<file path="config.mk">
export PLATFORM = sky130hd
export DESIGN_NAME = fpga_cfg_seq
export DESIGN_NICKNAME = d
export VERILOG_FILES = /design/src/rtl/fpga_cfg_pkg.sv /design/src/rtl/cfg_tick.sv /design/src/rtl/cfg_shift.sv /design/src/rtl/fpga_cfg_seq.sv
export SDC_FILE = /design/constraint.sdc
export NUM_CORES = 1
export LEC_CHECK = 0
export ABC_AREA = 1
export BUFFER_PORTS_ARGS = -buffer_cell sky130_fd_sc_hd__buf_2
export CAP_MARGIN = 20
export CORE_UTILIZATION = 53
export DETAILED_ROUTE_END_ITERATION = 16
export PLACE_DENSITY = 0.83
export RECOVER_POWER = 25
export SLEW_MARGIN = 30
export SYNTH_ARGS = -nofsm -noshare
export SYNTH_HDL_FRONTEND = slang
export SYNTH_SLANG_ARGS = --single-unit
</file>
<file path="constraint.sdc">
create_clock -name clk -period 1.7 [get_ports clk]
set_input_delay 0 -clock clk [delete_from_list [all_inputs] [get_ports clk]]
set_output_delay 0 -clock clk [all_outputs]
set_load 0.02 [all_outputs]
</file>
<file path="src/rtl/fpga_cfg_pkg.sv">
package fpga_cfg_pkg;
  typedef enum logic [2:0] {
    ST_IDLE  = 3'd0,
    ST_PROG  = 3'd1,
    ST_WINIT = 3'd2,
    ST_HUNT  = 3'd3,
    ST_SEND  = 3'd4,
    ST_WDONE = 3'd5
  } cfg_state_e;

  localparam logic [1:0] ERR_NONE      = 2'd0;
  localparam logic [1:0] ERR_INIT_HIGH = 2'd1;
  localparam logic [1:0] ERR_INIT_LOW  = 2'd2;
  localparam logic [1:0] ERR_DONE      = 2'd3;

  localparam int unsigned SYNC_LEN = 4;
  localparam logic [7:0]  SYNC_BYTE = 8'hFF;
endpackage

</file>
<file path="src/rtl/cfg_tick.sv">
module cfg_tick #(
  parameter int unsigned TICK_DIV = 250000
) (
  input  logic clk,
  input  logic rst,
  input  logic clr,
  output logic tick
);
  localparam int unsigned CW = (TICK_DIV > 1) ? $clog2(TICK_DIV) : 1;
  localparam logic [CW-1:0] TOP = CW'(TICK_DIV - 1);

  logic [CW-1:0] cnt;

  always_ff @(posedge clk) begin
    if (rst || clr) begin
      cnt  <= '0;
      tick <= 1'b0;
    end else if (cnt == TOP) begin
      cnt  <= '0;
      tick <= 1'b1;
    end else begin
      cnt  <= cnt + 1'b1;
      tick <= 1'b0;
    end
  end
endmodule

</file>
<file path="src/rtl/cfg_shift.sv">
module cfg_shift #(
  parameter int unsigned PHASE_CLKS = 4
) (
  input  logic       clk,
  input  logic       rst,
  input  logic       load,
  input  logic [7:0] byte_in,
  output logic       busy,
  output logic       pin_clk,
  output logic       pin_data
);
  localparam int unsigned PW = (PHASE_CLKS > 1) ? $clog2(PHASE_CLKS) : 1;
  localparam logic [PW-1:0] PTOP = PW'(PHASE_CLKS - 1);

  logic [7:0]    sr;
  logic [2:0]    bitn;
  logic [1:0]    ph;
  logic [PW-1:0] pc;

  always_ff @(posedge clk) begin
    if (rst) begin
      busy <= 1'b0;
      sr   <= '0;
      bitn <= '0;
      ph   <= '0;
      pc   <= '0;
    end else if (!busy) begin
      if (load) begin
        busy <= 1'b1;
        sr   <= byte_in;
        bitn <= 3'd7;
        ph   <= 2'd0;
        pc   <= '0;
      end
    end else if (pc != PTOP) begin
      pc <= pc + 1'b1;
    end else begin
      pc <= '0;
      if (ph != 2'd3) begin
        ph <= ph + 2'd1;
      end else begin
        ph <= 2'd0;
        if (bitn == 3'd0) begin
          busy <= 1'b0;
        end else begin
          bitn <= bitn - 3'd1;
          sr   <= {sr[6:0], 1'b0};
        end
      end
    end
  end

  always_comb begin
    pin_clk  = !busy || ph[1];
    pin_data = (busy && (ph == 2'd1 || ph == 2'd2)) ? sr[7] : 1'b1;
  end

  // data is already in place when the clock rises
  p_setup_before_rise_r7: assert property (@(posedge clk) disable iff (rst)
    (busy && $rose(pin_clk)) |-> (pin_data == $past(pin_data)));
endmodule

</file>
<file path="src/rtl/fpga_cfg_seq.sv">
module fpga_cfg_seq
  import fpga_cfg_pkg::*;
#(
  parameter int unsigned TICK_DIV      = 250000,
  parameter int unsigned TIMEOUT_TICKS = 3,
  parameter int unsigned PHASE_CLKS    = 4,
  parameter bit          PROG_ACT_HIGH = 1'b0
) (
  input  logic       clk,
  input  logic       rst,
  input  logic       start,
  input  logic [7:0] in_data,
  input  logic       in_valid,
  input  logic       in_last,
  output logic       in_ready,
  output logic       cfg_prog,
  output logic       cfg_clk,
  output logic       cfg_data,
  input  logic       cfg_init,
  input  logic       cfg_done,
  output logic       busy,
  output logic       ok,
  output logic [1:0] err_code
);
  localparam int unsigned TW = $clog2(TIMEOUT_TICKS + 1) + 1;
  localparam logic [TW-1:0] TLIM = TW'(TIMEOUT_TICKS);
  localparam int unsigned SW = $clog2(SYNC_LEN) + 1;
  localparam logic [SW-1:0] SLAST = SW'(SYNC_LEN - 1);
  localparam logic PROG_IDLE = !PROG_ACT_HIGH;

  cfg_state_e state, state_n;
  logic init_q, done_q, tick, timeout, tclr;
  logic [TW-1:0] tcnt;
  logic [SW-1:0] ff_cnt, pre_left;
  logic last_seen;
  logic sh_busy, sh_load, sh_clk, sh_data;
  logic [7:0] sh_byte;
  logic accept, is_sync;

  cfg_tick #(.TICK_DIV(TICK_DIV)) u_tick (
    .clk(clk), .rst(rst), .clr(tclr), .tick(tick)
  );

  cfg_shift #(.PHASE_CLKS(PHASE_CLKS)) u_shift (
    .clk(clk), .rst(rst), .load(sh_load), .byte_in(sh_byte),
    .busy(sh_busy), .pin_clk(sh_clk), .pin_data(sh_data)
  );

  assign is_sync = (in_data == SYNC_BYTE);
  assign timeout = tick && (tcnt == TLIM);
  assign tclr    = (state_n != state);
  assign busy    = (state != ST_IDLE);

  always_comb begin
    in_ready = 1'b0;
    if (state == ST_HUNT) in_ready = 1'b1;
    else if (state == ST_SEND && !sh_busy && pre_left == '0 && !last_seen)
      in_ready = 1'b1;
  end
  assign accept = in_ready && in_valid;

  always_comb begin
    sh_load = 1'b0;
    sh_byte = in_data;
    if (state == ST_HUNT) begin
      sh_load = accept && is_sync && (ff_cnt == SLAST);
      sh_byte = SYNC_BYTE;
    end else if (state == ST_SEND && !sh_busy) begin
      if (pre_left != '0) begin
        sh_load = 1'b1;
        sh_byte = SYNC_BYTE;
      end else begin
        sh_load = accept;
      end
    end
  end

  always_comb begin
    state_n = state;
    unique case (state)
      ST_IDLE:  if (start) state_n = ST_PROG;
      ST_PROG:  if (!init_q) state_n = ST_WINIT;
                else if (timeout) state_n = ST_IDLE;
      ST_WINIT: if (init_q) state_n = ST_HUNT;
                else if (timeout) state_n = ST_IDLE;
      ST_HUNT:  if (sh_load) state_n = ST_SEND;
      ST_SEND:  if (!sh_busy && pre_left == '0 && last_seen) state_n = ST_WDONE;
      ST_WDONE: if (done_q || timeout) state_n = ST_IDLE;
      default:  state_n = ST_IDLE;
    endcase
  end

  always_ff @(posedge clk) begin
    if (rst) begin
      state     <= ST_IDLE;
      init_q    <= 1'b1;
      done_q    <= 1'b0;
      tcnt      <= '0;
      ff_cnt    <= '0;
      pre_left  <= '0;
      last_seen <= 1'b0;
      ok        <= 1'b0;
      err_code  <= ERR_NONE;
      cfg_prog  <= PROG_IDLE;
      cfg_clk   <= 1'b1;
      cfg_data  <= 1'b1;
    end else begin
      state  <= state_n;
      init_q <= cfg_init;
      done_q <= cfg_done;
      if (tclr) tcnt <= '0;
      else if (tick) tcnt <= tcnt + 1'b1;

      cfg_prog <= (state_n == ST_PROG) ? !PROG_IDLE : PROG_IDLE;
      cfg_clk  <= sh_clk;
      cfg_data <= sh_data;

      if (state == ST_IDLE && start) begin
        ok        <= 1'b0;
        err_code  <= ERR_NONE;
        ff_cnt    <= '0;
        pre_left  <= '0;
        last_seen <= 1'b0;
      end
      if (state == ST_PROG && init_q && timeout) err_code <= ERR_INIT_HIGH;
      if (state == ST_WINIT && !init_q && timeout) err_code <= ERR_INIT_LOW;
      if (state == ST_WDONE) begin
        if (done_q) ok <= 1'b1;
        else if (timeout) err_code <= ERR_DONE;
      end

      if (state == ST_HUNT && accept) begin
        if (!is_sync) ff_cnt <= '0;
        else if (ff_cnt != SLAST) ff_cnt <= ff_cnt + 1'b1;
        else begin
          pre_left  <= SLAST;
          last_seen <= in_last;
        end
      end
      if (state == ST_SEND && !sh_busy) begin
        if (pre_left != '0) pre_left <= pre_left - 1'b1;
        else if (accept) last_seen <= in_last;
      end
    end
  end

  // quiet pins once a run has been over for a cycle
  p_idle_pins_r1: assert property (@(posedge clk) disable iff (rst)
    (!busy && $past(!busy)) |-> (cfg_clk && cfg_data && cfg_prog == PROG_IDLE && !in_ready));
  // start during a run never ends it
  p_start_ignored_r9: assert property (@(posedge clk) disable iff (rst)
    (busy && start && state != ST_WDONE && state != ST_PROG && state != ST_WINIT) |=> busy);
  // success and error are exclusive
  p_ok_err_excl_r10: assert property (@(posedge clk) disable iff (rst)
    !(ok && err_code != ERR_NONE));
  // no byte taken before init has come back
  p_no_data_early_r4: assert property (@(posedge clk) disable iff (rst)
    (state == ST_PROG || state == ST_WINIT) |-> !in_ready);
  // program request asserted on the cycle after a run starts
  p_prog_on_start_r3: assert property (@(posedge clk) disable iff (rst)
    (state == ST_IDLE && start) |=> (cfg_prog == !PROG_IDLE));
endmodule

</file>
# [Word-level counts from Yosys, hierarchy flattened]
# Cells that the tools add are included.
[totals] out_inout_bits=8 reg_bits=56 word_cells=145 in_bits=15
[op_classes] mux=65 addsub=7 reduce_logical=34 n_eq_ne=19 n_bitwise=1
[op_table] operator="2-to-1 mux 3 bit" n=22
[op_table] operator="2-to-1 mux 8 bit" n=8
[op_table] operator="2-to-1 mux 2 bit" n=12
[op_table] operator="2-to-1 mux 1 bit" n=22
[op_table] operator="adder 18 x 1 -> 18 bit, second input constant" n=1
[op_table] operator="== test 18 bit, second input constant" n=1
[op_table] operator="one-hot mux 3 bit (6 select lines)" n=1
[op_table] operator="logical AND 1 bit" n=16
[op_table] operator="== test 3 x 2 -> 1 bit, second input constant" n=4
[op_table] operator="inequality test 2 bit, second input constant" n=5
[op_table] operator="logical NOT 3 bit" n=3
[op_table] operator="== test 8 bit, second input constant" n=1
[op_table] operator="adder 3 x 1 -> 3 bit, second input constant" n=2
[op_table] operator="== test 3 x 1 -> 1 bit, second input constant" n=2
[op_table] operator="== test 3 bit, second input constant" n=2
[op_table] operator="nonzero test 3 bit" n=2
[op_table] operator="OR reduction 2 bit" n=3
[op_table] operator="subtractor 3 x 1 -> 3 bit, second input constant" n=2
[op_table] operator="adder 2 x 1 -> 2 bit, second input constant" n=2
[op_table] operator="logical OR 1 bit" n=4
[op_table] operator="AND reduction 4 bit" n=1
[op_table] operator="logical NOT 1 bit" n=3
[op_table] operator="inequality test 3 x 2 -> 1 bit, second input constant" n=1
[op_table] operator="inequality test 3 bit" n=1
[op_table] operator="other kinds (5)" n=5

# [Logic depth before layout (Yosys ltp)]
[logic_depth] depth_word=15 mapped_depth=14 depth_no_buf=14

# [Cells and area by module]
# A second synthesis with hierarchy kept.
[unflattened] hier_cells=458 hier_area_um2=3113.0
[modules_own_cells] mod="fpga_cfg_seq" seq_area_each_um2=420.4 cells_each=174 area_per_inst_um2=1168.6 instances=1
[modules_own_cells] mod="cfg_tick" seq_area_each_um2=380.4 cells_each=158 area_per_inst_um2=1059.8 instances=1
[modules_own_cells] mod="cfg_shift" seq_area_each_um2=320.3 cells_each=126 area_per_inst_um2=884.6 instances=1

# [Least setup slack after synthesis]
# No wires, ideal clock.
[synth_timing] path_kind="register -> register" start="reg pre_left[0]" end="reg u_tick.cnt[5]" arrival_time_ns=1.729 path_stages_with_launch=15 period_less_slack_ns=1.847 t_required_ns=1.581 slack_ns=-0.147 n_path_buf=1 setup_ns=0.119 path_cell_list="dfxtp_1 > inv_1 > ha_1 > inv_1 > nor2_1 > nand3_1 > nand2_2 > nand2_2 > nand3_2 > nand2_1 > inv_1 > nand2_1 > nand3_4 > buf_6 > nor2_2"
[synth_via] elab_chain_len=14 elab_cells_between_ends=20 cone_classes="eq/ne (1); mux (8); reduce/logical (11)"
[synth_rtl] element="from (decl)" line="fpga_cfg_seq.sv:34" text="logic [SW-1:0] ff_cnt, pre_left;"
[synth_rtl] element="from (signal assigned)" line="fpga_cfg_seq.sv:141" text="if (pre_left != '0) pre_left <= pre_left - 1'b1;"
[synth_rtl] element="logical NOT 3 bit *" line="fpga_cfg_seq.sv:57" text="else if (state == ST_SEND && !sh_busy && pre_left == '0 && !last_seen)"
[synth_rtl] element="logical AND 1 bit * (2 in series)" line="fpga_cfg_seq.sv:57"
[synth_rtl] element="2-to-1 mux 1 bit *" line="fpga_cfg_seq.sv:57"
[synth_rtl] element="2-to-1 mux 1 bit *" line="fpga_cfg_seq.sv:56" text="if (state == ST_HUNT) in_ready = 1'b1;"
[synth_rtl] element="via in_ready" line="fpga_cfg_seq.sv:15" text="output logic in_ready,"
[synth_rtl] element="logical AND 1 bit *" line="fpga_cfg_seq.sv:60" text="assign accept = in_ready && in_valid;"
[synth_rtl] element="2-to-1 mux 1 bit or logical AND 1 bit (tied branches)" line="fpga_cfg_seq.sv:69, fpga_cfg_seq.sv:66"
[synth_rtl] element="2-to-1 mux 1 bit or logical AND 1 bit (tied branches)" line="fpga_cfg_seq.sv:68, fpga_cfg_seq.sv:66"
[synth_rtl] element="2-to-1 mux 1 bit *" line="fpga_cfg_seq.sv:65" text="if (state == ST_HUNT) begin"
[synth_rtl] element="2-to-1 mux 3 bit *" line="fpga_cfg_seq.sv:86" text="ST_HUNT: if (sh_load) state_n = ST_SEND;"
[synth_rtl] element="one-hot mux 3 bit (6 select lines) *" line="fpga_cfg_seq.sv:80" text="unique case (state)"
[synth_rtl] element="inequality test 3 bit *" line="fpga_cfg_seq.sv:51" text="assign tclr = (state_n != state);"
[synth_rtl] element="logical OR 1 bit *" line="cfg_tick.sv:15" text="if (rst || clr) begin"
[synth_rtl] element="OR reduction 2 bit (no line) *"
[synth_rtl] element="to (signal assigned)" line="cfg_tick.sv:22" text="cnt <= cnt + 1'b1;"
[synth_rtl] element="to (decl)" line="cfg_tick.sv:12" text="logic [CW-1:0] cnt;"
# Mark *: on every way through the listed nets, which the timed path passes. The rest lies on a longest branch.
# A chain may end at the register's enable or synchronous reset.

# [Worst setup path after layout]
[layout_timing] start="reg tcnt[0]" end="reg u_tick.cnt[9]"
[layout_via] elab_chain_len=8 elab_cells_between_ends=11 cone_classes="eq/ne (2); mux (5); reduce/logical (4)"
[layout_rtl] element="from (decl)" line="fpga_cfg_seq.sv:33" text="logic [TW-1:0] tcnt;"
[layout_rtl] element="from (signal assigned)" line="fpga_cfg_seq.sv:112" text="else if (tick) tcnt <= tcnt + 1'b1;"
[layout_rtl] element="== test 3 x 2 -> 1 bit *" line="fpga_cfg_seq.sv:50" text="assign timeout = tick && (tcnt == TLIM);"
[layout_rtl] element="logical AND 1 bit *" line="fpga_cfg_seq.sv:50"
[layout_rtl] element="2-to-1 mux 3 bit or logical OR 1 bit (tied branches)" line="fpga_cfg_seq.sv:83, fpga_cfg_seq.sv:85, fpga_cfg_seq.sv:88"
[layout_rtl] element="2-to-1 mux 3 bit, on equally long branches" line="fpga_cfg_seq.sv:84, fpga_cfg_seq.sv:82, fpga_cfg_seq.sv:88"
[layout_rtl] element="one-hot mux 3 bit (6 select lines) *" line="fpga_cfg_seq.sv:80"
[layout_rtl] element="inequality test 3 bit *" line="fpga_cfg_seq.sv:51"
[layout_rtl] element="logical OR 1 bit *" line="cfg_tick.sv:15"
[layout_rtl] element="OR reduction 2 bit (no line) *"
# Every way passes the cells marked *; elsewhere a longest branch is shown, timed or not.

==> run summary <==
Largest net degree at the start of global routing = 20
Placed Area = 3320 um^2
GRT overflow = 0
Mapped Area = 2820 um^2
Post-synthesis area per instance = 7.41 um^2
Buffers on Ports = 22
Post-synth EDFFs = 0
WL final = 7.83 mm
Cell area after layout = 4070 um^2
Commonest non-fill, non-tap cells in the layout = 53 x buf_4, 49 x nand2_1, 45 x dfxtp_1, 41 x inv_1, 28 x nor2_1
GR Util All Layers = 24.3%
Final setup vio count = 35
Skew-Pair Late Insertion Delay = 320 ps
Post-DP HPWL = 4.36 mm
Clock Tree Buf Depth = 2
Yosys warning count = 0
Die W = 75.0 um
Most common cell after layout, fill and taps aside = buf_4
Starting DRT DRC Count = 249
Worst slew margin = 75.0%
Yosys cell types = 36
Critical Path RT = 1910 ps
Vias in the first global route = 2,483
Max-Cap Viols = 0
CP Launch Type = register
Hold WC Path Type = in -> reg
Sequential fraction of the synthesis area = 39.7%
First-pass GRT wire length = 10.4 mm
Full die area = 5620 um^2
Status = finished, violations left
Final design utilization = 79.6%
Tmin final = 1880 ps
Mapped Cells = 381
DRC errors left = 0
First-pass DRT Iterations = 4
Die Y = 75.0 um
Layout cells sized above 1 = 44.7%
Worst path arrival time = 2090 ps
Routed Antenna Nets = 0
Period utilisation layout = 111%
Ys async rst share = 0%
CTS tree = built
Setup Crit Path Kind = reg -> reg
VDD IR max = 0.589 mV
ANT cells = 0
RSZ-0062 raised after global routing = yes
Placed Cells = 505
Vias = 2,847
Synth Net Count = 406
Slew @ Worst Pin = 371 ps
Setup Skew = 13.1 ps
IO Pins = 23
Global placement routability congestion = 0.816
Final setup margin = -181 ps
Reg clk slew, reported paths = 110 ps
Initial antenna violation count = 0
# rows = 26
Via density = 5.29
Failing checks = setup timing
Power per standard cell area = 591 nW/um^2
CTS root buffer = clkbuf_8
Fmax = 532 MHz
CP Max Fanout = 5
Critical Path Sink Type = register
Final Slew Violations = 0
Most used DFF post-synth = dfxtp_1
Dpl ws = -254 ps
Post-layout net count = 493
Area growth, synth to finish = 44.1%
Synth Register Bits = 56
Final non-filler cell total = 538
Core Box Area = 5110 um^2
Clock Sinks = 56
Starting Density = 55.2%
Total CTS buffers = 5
CTS HTree Levels = 2
Final hold viol count = 0
Pleak = 0.00170 uW
Wirelength per Cell = 14.6 um
[cell type report]
type                    instances  area, um^2
clock buffers                   5        68.8
flip-flops and latches         56        1140
repair buffers                 89         696
inverters                      55         224
clock inverters                 2        12.5
multi-input cells             261        1840
well taps                      70        87.6
fillers                       301        1040
[stage by stage]
stage	hold slack [ps]	TNS [ps]	total power, uW
2_1_floorplan	104	0	1500
3_3_place_gp	183	-2670	1570
3_5_place_dp	190	-5100	1570
4_1_cts	74.0	-1360	2330
5_1_grt	68.7	-7130	2490
6_report	47.0	-4170	2400
[cells by family after synthesis]
logic type | count (synthesis) | synth area share, %
mux | 1 | 0.355
simple gates | 180 | 30.5
xor+xnor | 15 | 4.66
fa+ha+maj | 10 | 4.43
flops | 56 | 39.7
buf+inv | 65 | 9.53
compound gates | 54 | 10.8
[per-layer routing]
metal	global-route usage [%]	routed length, um	vias up
met4	10.3	142	0
met2	45.7	4250	87
met1	26.0	3170	1351
met5	0	0	-
li1	-	-	1395
met3	5.22	272	14
[worst max-delay path, stage by stage (launching register included)]
cell and delay, ps:
dfxtp_2 370, ha_4 150, ha_4 130, nand2_4 60, nand3_2 90, nor2_2 40, a21oi_1 120, nand2_1 90
nor2_2 140, nand2_1 90, inv_2 80, nand2_4 70, nand3_4 150, clkbuf_16 170, nor2_2 30
[state kept, by name (all words and copies together) (netlist names), 2 cells and up]
signal,cells
u_tick.cnt,18
state,3
err_code,2
tcnt,3
ff_cnt,3
u_shift.ph,2
u_shift.sr,8
u_shift.bitn,3
u_shift.pc,2
pre_left,3
[synth_stat cells (3+ instances only)]
cell type  instances  area (um^2)
a21oi_1           29          145
buf_6              3         33.8
clkbuf_1           3         11.3
dfxtp_1           56         1120
ha_1              10          125
inv_1             50          188
inv_2              3         11.3
nand2_1           65          244
nand2_2            6         37.5
nand3_1           20          100
nand4_1            7         43.8
nor2_1            48          180
nor2_2            11         68.8
nor2_4             6         67.6
nor3_1             8         40.0
nor4_1             3         18.8
o21ai_0           14         70.1
xnor2_1            6         52.6
xor2_1             9         78.8
[power by group]
part | internal, uW | switching, uW | total, uW
Clock | 281 | 443 | 724
Combinational | 155 | 185 | 341
Sequential | 1330 | 15.0 | 1340
[worst paths after layout]
path / slack [ps] / cells past startpoint / startpoint / to
setup / recovery: -180 / 14 / tcnt[0] / u_tick.cnt[9]
hold / removal: 50 / 3 / in_data[0] / u_shift.sr[0]
setup reg to reg: -180 / 14 / tcnt[0] / u_tick.cnt[9]
hold reg to reg: 460 / 2 / u_shift.sr[7] / cfg_data
[repair_timing]
item	4_1_cts	5_1_grt
buffers inserted	7	14
endpoints found under the hold margin	3	0
pin swaps	7	22
gates resized for setup	35	89
setup endpoints to repair	34	37
hold buffers	3	0
cloned	1	1
Power figures use the tool's default switching activity.
